===== src/rtl/swb_pkg.sv =====
package swb_pkg;
  typedef enum logic [2:0] {
    ST_IDLE,
    ST_WAIT,
    ST_RETRY,
    ST_XFER,
    ST_DATA
  } swb_state_e;

  localparam logic [3:0] CMD_MEM_WRITE = 4'b0111;

  function automatic logic is_mem_write(input logic [3:0] cmd);
    return cmd == CMD_MEM_WRITE;
  endfunction

  // true when a zero-based counter stands on the last slot of a window of lim clocks
  function automatic logic window_last(input int cnt, input int lim);
    return cnt == lim - 1;
  endfunction

  function automatic logic must_retry(input logic lock, input logic busy, input logic granted);
    return lock | (busy & ~granted);
  endfunction
endpackage


===== src/rtl/swb_capture.sv =====
module swb_capture #(
  parameter int ADDR_W = 32,
  parameter int DATA_W = 32
) (
  input  logic              clk,
  input  logic              rst_n,
  input  logic              ap_take,
  input  logic              claim_evt,
  input  logic [ADDR_W-1:0] ap_addr,
  input  logic [DATA_W-1:0] wr_data,
  output logic [ADDR_W-1:0] sec_addr,
  output logic [DATA_W-1:0] sec_data
);
  always_ff @(posedge clk or negedge rst_n) begin
    if (!rst_n) begin
      sec_addr <= '0;
      sec_data <= '0;
    end else begin
      if (ap_take)   sec_addr <= ap_addr;
      if (claim_evt) sec_data <= wr_data;
    end
  end
endmodule


===== src/rtl/swb_req_track.sv =====
module swb_req_track (
  input  logic clk,
  input  logic rst_n,
  input  logic retry_busy_evt,
  input  logic sec_gnt,
  input  logic done_evt,
  output logic sec_req,
  output logic granted
);
  logic gnt_seen;
  assign gnt_seen = sec_req & sec_gnt;

  always_ff @(posedge clk or negedge rst_n) begin
    if (!rst_n) begin
      sec_req <= 1'b0;
      granted <= 1'b0;
    end else begin
      if (gnt_seen)            sec_req <= 1'b0;
      else if (retry_busy_evt) sec_req <= 1'b1;
      if (gnt_seen)            granted <= 1'b1;
      else if (done_evt)       granted <= 1'b0;
    end
  end
endmodule


===== src/rtl/swb_fsm.sv =====
module swb_fsm
  import swb_pkg::*;
#(
  parameter int SEL_WIN = 3,
  parameter int STD_LEN = 4
) (
  input  logic       clk,
  input  logic       rst_n,
  input  logic       ap_valid,
  input  logic [3:0] ap_cmd,
  input  logic       other_sel,
  input  logic       lock_q,
  input  logic       sec_busy,
  input  logic       granted,
  input  logic       sec_done,
  output logic       devsel,
  output logic       stop,
  output logic       trdy,
  output logic       sec_start,
  output logic       ap_take,
  output logic       claim_evt,
  output logic       win_abort,
  output logic       retry_busy_evt,
  output logic       xfer_timeout,
  output logic       done_evt
);
  localparam int MAXW = (SEL_WIN > STD_LEN) ? SEL_WIN : STD_LEN;
  localparam int CW   = $clog2(MAXW + 1);

  swb_state_e    state;
  logic [CW-1:0] cnt;
  logic          win_last, retry_now, xfer_end;

  always_comb begin
    ap_take        = (state == ST_IDLE) && ap_valid && is_mem_write(ap_cmd);
    win_abort      = (state == ST_WAIT) && other_sel;
    win_last       = (state == ST_WAIT) && !other_sel && window_last(int'(cnt), SEL_WIN);
    claim_evt      = win_last;
    retry_now      = must_retry(lock_q, sec_busy, granted);
    retry_busy_evt = win_last && retry_now && sec_busy && !granted;
    xfer_timeout   = (state == ST_XFER) && !sec_done && window_last(int'(cnt), STD_LEN);
    xfer_end       = (state == ST_XFER) && (sec_done || xfer_timeout);
    done_evt       = (state == ST_DATA);
    devsel         = (state == ST_RETRY) || (state == ST_XFER) || (state == ST_DATA);
    stop           = (state == ST_RETRY);
    trdy           = (state == ST_DATA);
    sec_start      = (state == ST_XFER) && (cnt == '0);
  end

  always_ff @(posedge clk or negedge rst_n) begin
    if (!rst_n) begin
      state <= ST_IDLE;
      cnt   <= '0;
    end else begin
      case (state)
        ST_IDLE: begin
          cnt <= '0;
          if (ap_take) state <= ST_WAIT;
        end
        ST_WAIT: begin
          if (win_abort) begin
            state <= ST_IDLE;
            cnt   <= '0;
          end else if (win_last) begin
            state <= retry_now ? ST_RETRY : ST_XFER;
            cnt   <= '0;
          end else begin
            cnt <= cnt + 1'b1;
          end
        end
        ST_RETRY: state <= ST_IDLE;
        ST_XFER: begin
          if (xfer_end) begin
            state <= ST_DATA;
            cnt   <= '0;
          end else begin
            cnt <= cnt + 1'b1;
          end
        end
        ST_DATA: state <= ST_IDLE;
        default: state <= ST_IDLE;
      endcase
    end
  end
endmodule


===== src/rtl/subtractive_wr_target.sv =====
module subtractive_wr_target #(
  parameter int ADDR_W  = 32,
  parameter int DATA_W  = 32,
  parameter int SEL_WIN = 3,
  parameter int STD_LEN = 4
) (
  input  logic              clk,
  input  logic              rst_n,
  input  logic              ap_valid,
  input  logic [3:0]        ap_cmd,
  input  logic [ADDR_W-1:0] ap_addr,
  input  logic [DATA_W-1:0] wr_data,
  input  logic              other_sel,
  input  logic              lock_in,
  output logic              devsel,
  output logic              stop,
  output logic              trdy,
  input  logic              sec_busy,
  input  logic              sec_gnt,
  output logic              sec_req,
  output logic              sec_start,
  output logic [ADDR_W-1:0] sec_addr,
  output logic [DATA_W-1:0] sec_data,
  input  logic              sec_done
);
  logic lock_q, granted;
  logic ap_take, claim_evt, win_abort, retry_busy_evt, xfer_timeout, done_evt;

  always_ff @(posedge clk or negedge rst_n) begin
    if (!rst_n) lock_q <= 1'b0;
    else        lock_q <= lock_in;
  end

  swb_fsm #(.SEL_WIN(SEL_WIN), .STD_LEN(STD_LEN)) u_fsm (
    .clk(clk), .rst_n(rst_n), .ap_valid(ap_valid), .ap_cmd(ap_cmd),
    .other_sel(other_sel), .lock_q(lock_q), .sec_busy(sec_busy),
    .granted(granted), .sec_done(sec_done), .devsel(devsel), .stop(stop),
    .trdy(trdy), .sec_start(sec_start), .ap_take(ap_take),
    .claim_evt(claim_evt), .win_abort(win_abort),
    .retry_busy_evt(retry_busy_evt), .xfer_timeout(xfer_timeout),
    .done_evt(done_evt)
  );

  swb_req_track u_req (
    .clk(clk), .rst_n(rst_n), .retry_busy_evt(retry_busy_evt),
    .sec_gnt(sec_gnt), .done_evt(done_evt), .sec_req(sec_req),
    .granted(granted)
  );

  swb_capture #(.ADDR_W(ADDR_W), .DATA_W(DATA_W)) u_cap (
    .clk(clk), .rst_n(rst_n), .ap_take(ap_take), .claim_evt(claim_evt),
    .ap_addr(ap_addr), .wr_data(wr_data), .sec_addr(sec_addr),
    .sec_data(sec_data)
  );
endmodule


===== config.mk =====
export PLATFORM = sky130hd
export DESIGN_NAME = subtractive_wr_target
export DESIGN_NICKNAME = d
export VERILOG_FILES = /design/src/rtl/swb_pkg.sv /design/src/rtl/swb_capture.sv /design/src/rtl/swb_req_track.sv /design/src/rtl/swb_fsm.sv /design/src/rtl/subtractive_wr_target.sv
export SDC_FILE = /design/constraint.sdc
export NUM_CORES = 1
export LEC_CHECK = 0
export BUFFER_PORTS_ARGS = -buffer_cell sky130_fd_sc_hd__buf_2
export CORE_ASPECT_RATIO = 0.75
export CORE_MARGIN = 2
export CORE_UTILIZATION = 25
export CTS_CLUSTER_SIZE = 20
export DETAILED_ROUTE_END_ITERATION = 8
export MAX_ROUTING_LAYER = met4
export PLACE_DENSITY = 0.57
export SKIP_CTS_REPAIR_TIMING = 1
export SLEW_MARGIN = 20
export SYNTH_ARGS = -nofsm -noshare
export SYNTH_HDL_FRONTEND = slang
export SYNTH_SLANG_ARGS = --single-unit

===== constraint.sdc =====
create_clock -name clk -period 3.1 [get_ports clk]
set_input_delay 0.465 -clock clk [delete_from_list [all_inputs] [get_ports clk]]
set_output_delay 0.465 -clock clk [all_outputs]
set_load 0.005 [all_outputs]

==> impl_metrics.json <==
{
  "routedWlPerCell_um": 12.8,
  "yosysUniqueCellTypes": 26,
  "fin_cells": 498,
  "grt_pass1_wl_um": 9910,
  "fp.dieH_um": 98.5,
  "tightest_slew_ns": 0.916,
  "hold_class": "in -> reg",
  "timing.rr.start": "u_fsm.state[2]$_DFFE_PN0P_",
  "globalplace.congestion": 0.732,
  "clock_path_buffers": 2,
  "synth.avg_cell_area_um2": 16.3,
  "cts_tree": "built",
  "drc": 0,
  "top_usage_layer": "met2",
  "antenna_found_initial": 0,
  "cts_root_buffer": "clkbuf_16",
  "cp.arrival_ns": 2.24,
  "hold_violations": 0,
  "path_max_fanout": 34,
  "place_area_um2": 3850,
  "synth.area.mux_share_pct": 28.1,
  "use_met3_pct": 4.40,
  "synthAdderAreaFrac_pct": 1.68,
  "hp-start": "lock_in",
  "grt_util_met2_pct": 15.5,
  "core_area_um2": 11600,
  "synth_xor_area_share_pct": 0,
  "io_pins": 145,
  "cts_inserted_buffers": 9,
  "grt_usage_pct": 10.3,
  "yosys.area.top_type": "dfrtp_1",
  "ys_seq_area_share_pct": 61.3,
  "fmax_ghz": 0.492,
  "startpoint": "u_fsm.state[2]$_DFFE_PN0P_",
  "numClockSinks": 73,
  "rsz0062_at_grt": "false",
  "diodes": 0,
  "rr_worst_depth": 3,
  "overflow": 0,
  "synth.most_common_cell": "dfrtp_1",
  "syn_inst": 183,
  "num_rows": 34,
  "io_buffer_count": 144,
  "relSlewSlack_pct": 38.9,
  "ctsHtreeMaxLevel": 3,
  "startpoint_type": "flip-flop",
  "synth_common_cells": "73 x dfrtp_1, 36 x mux2_2, 28 x mux2_4",
  "synth_compound_area_share_pct": 1.68,
  "grt_util_met1_pct": 12.6,
  "synthSimpleGateAreaFrac_pct": 4.20,
  "synth_area_um2": 2980,
  "area_delta_synth_final_pct": 40.0,
  "leakage_nw": 2.31,
  "crit_type": "reg -> reg",
  "post_route_cells_drive_above_1_share_pct": 67.6,
  "grt_pass1_vias": 1997,
  "clkSlewWorstSetupHoldPaths_ns": 0.05,
  "finClkSkew_ns": 0.00452,
  "maxCapViolCount": 0,
  "clk_latency_ns": 0.33,
  "via_per_inst": 3.95,
  "min_period_ns": 2.03,
  "final_area_um2": 4170,
  "crit_path_end_kind": "flip-flop",
  "wl_um": 6350,
  "ir_drop_uv": 245,
  "status": "completed",
  "synthFlopType": "dfrtp_1",
  "synth_top_family_by_area": "multiplexers",
  "dp_cells": 482,
  "final_nets": 411,
  "drv_slew": 0,
  "postRouteAntennaNets": 0,
  "yosysWarnings": 0,
  "synth_top_area_share_pct": 61.3,
  "ys_async_sr_fraction_pct": 100,
  "dr.pass1.iters": 4,
  "synth.area.top_cells": "dfrtp_1 61%, mux2_4 14%, mux2_2 14%",
  "power_density_nw_per_um2": 610,
  "syn_nets": 263,
  "die_area_um2": 12800,
  "dp_hpwl_um": 4530,
  "worstPathRequired_ns": 3.31,
  "num_vias": 1969,
  "ys_ff_latch": 73,
  "grt_start_max_net_pins": 74,
  "synth_edf_count": 0,
  "fin_hold_ws_ns": 0.247,
  "finalSetupViolCount": 0,
  "min_path_cells": 1,
  "fin_setup_tns_ns": 0,
  "start_util_pct": 25.6,
  "die_w_um": 130,
  "period_share_pct": 65.6,
  "drtIter0Drc": 35
}
-- power breakdown --
part	switching [mW]	internal [mW]	total [mW]
combinational	0.118	0.195	0.313
clock	0.398	0.707	1.11
sequential	0.0558	1.07	1.12
-- metal layers --
metal  wire length [um]  part of all wire (%)
met1               2900                    46
met2               2870                    45
met3                518                   8.2
met4                 61                  0.96
met5                  0                     0
-- state kept, by name, summed over array words and instances, names as in the netlist --
register	cells
u_cap.sec_data	32
lock_q	1
u_fsm.state	3
u_fsm.cnt	3
u_req.sec_req	1
u_cap.sec_addr	32
u_req.granted	1
-- path summary, 6_finish.rpt --
path | to | slack, ns
max in group asynchronous | u_cap.sec_addr[6]$_DFFE_PN0P_ | 2.24
worst max register to register | u_cap.sec_data[3]$_DFFE_PN0P_ | 1.07
min in group asynchronous | u_fsm.state[2]$_DFFE_PN0P_ | 0.28
worst min-delay path | lock_q$_DFF_PN0_ | 0.25
worst max-delay path | u_cap.sec_data[3]$_DFFE_PN0P_ | 1.07
worst min register to register | u_cap.sec_addr[5]$_DFFE_PN0P_ | 0.50
-- logic make-up after synthesis --
family / count (synthesis)
muxes: 65
DFF: 73
buffers and inverters: 15
AOI/OAI and AO/OA: 7
adders and majority gates: 4
and+or+nand+nor: 19
-- critical path: stages, from the launching register on --
cell and delay (ns):
dfrtp_1 0.43, or4b_4 0.58, nand2b_4 0.46, mux2_4 0.43
-- cell type report --
type	instances	area [um2]
Multi-Input combinational cell	95	1060
Tap cell	162	203
Clock buffer	10	229
Clock inverter	6	91.3
Inverter	7	26.3
Fill cell	1159	7450
Sequential cell	73	1830
Timing Repair Buffer	145	731
-- through the flow --
| step | power [mW] | setup WS (ns) | util (%) |
|---|---|---|---|
| 3_3_place_gp | 1.46 | 1.01 | 33.1 |
| 4_1_cts | 2.60 | 1.04 | 35.9 |
| 6_report | 2.54 | 1.07 | 35.9 |
| 3_5_place_dp | 1.47 | 0.989 | 33.1 |
| 2_1_floorplan | 1.26 | 1.32 | - |
| 5_1_grt | 2.68 | 0.991 | 35.9 |
-- cell usage in the layout, fill, tap and decap left out, types with 2 or more instances in the layout --
cell / netlist / layout
mux2_2: 36 / 36
buf_4: 0 / 2
dfrtp_1: 73 / 73
buf_2: 3 / 143
nand2_1: 4 / 4
and4b_1: 2 / 2
clkinvlp_4: 0 / 3
ha_1: 4 / 4
o22ai_1: 3 / 3
mux2_4: 28 / 28
nor2_1: 4 / 4
inv_1: 7 / 7
bufinv_16: 0 / 2
clkbuf_16: 0 / 9
Power figures use the tool's default switching activity.
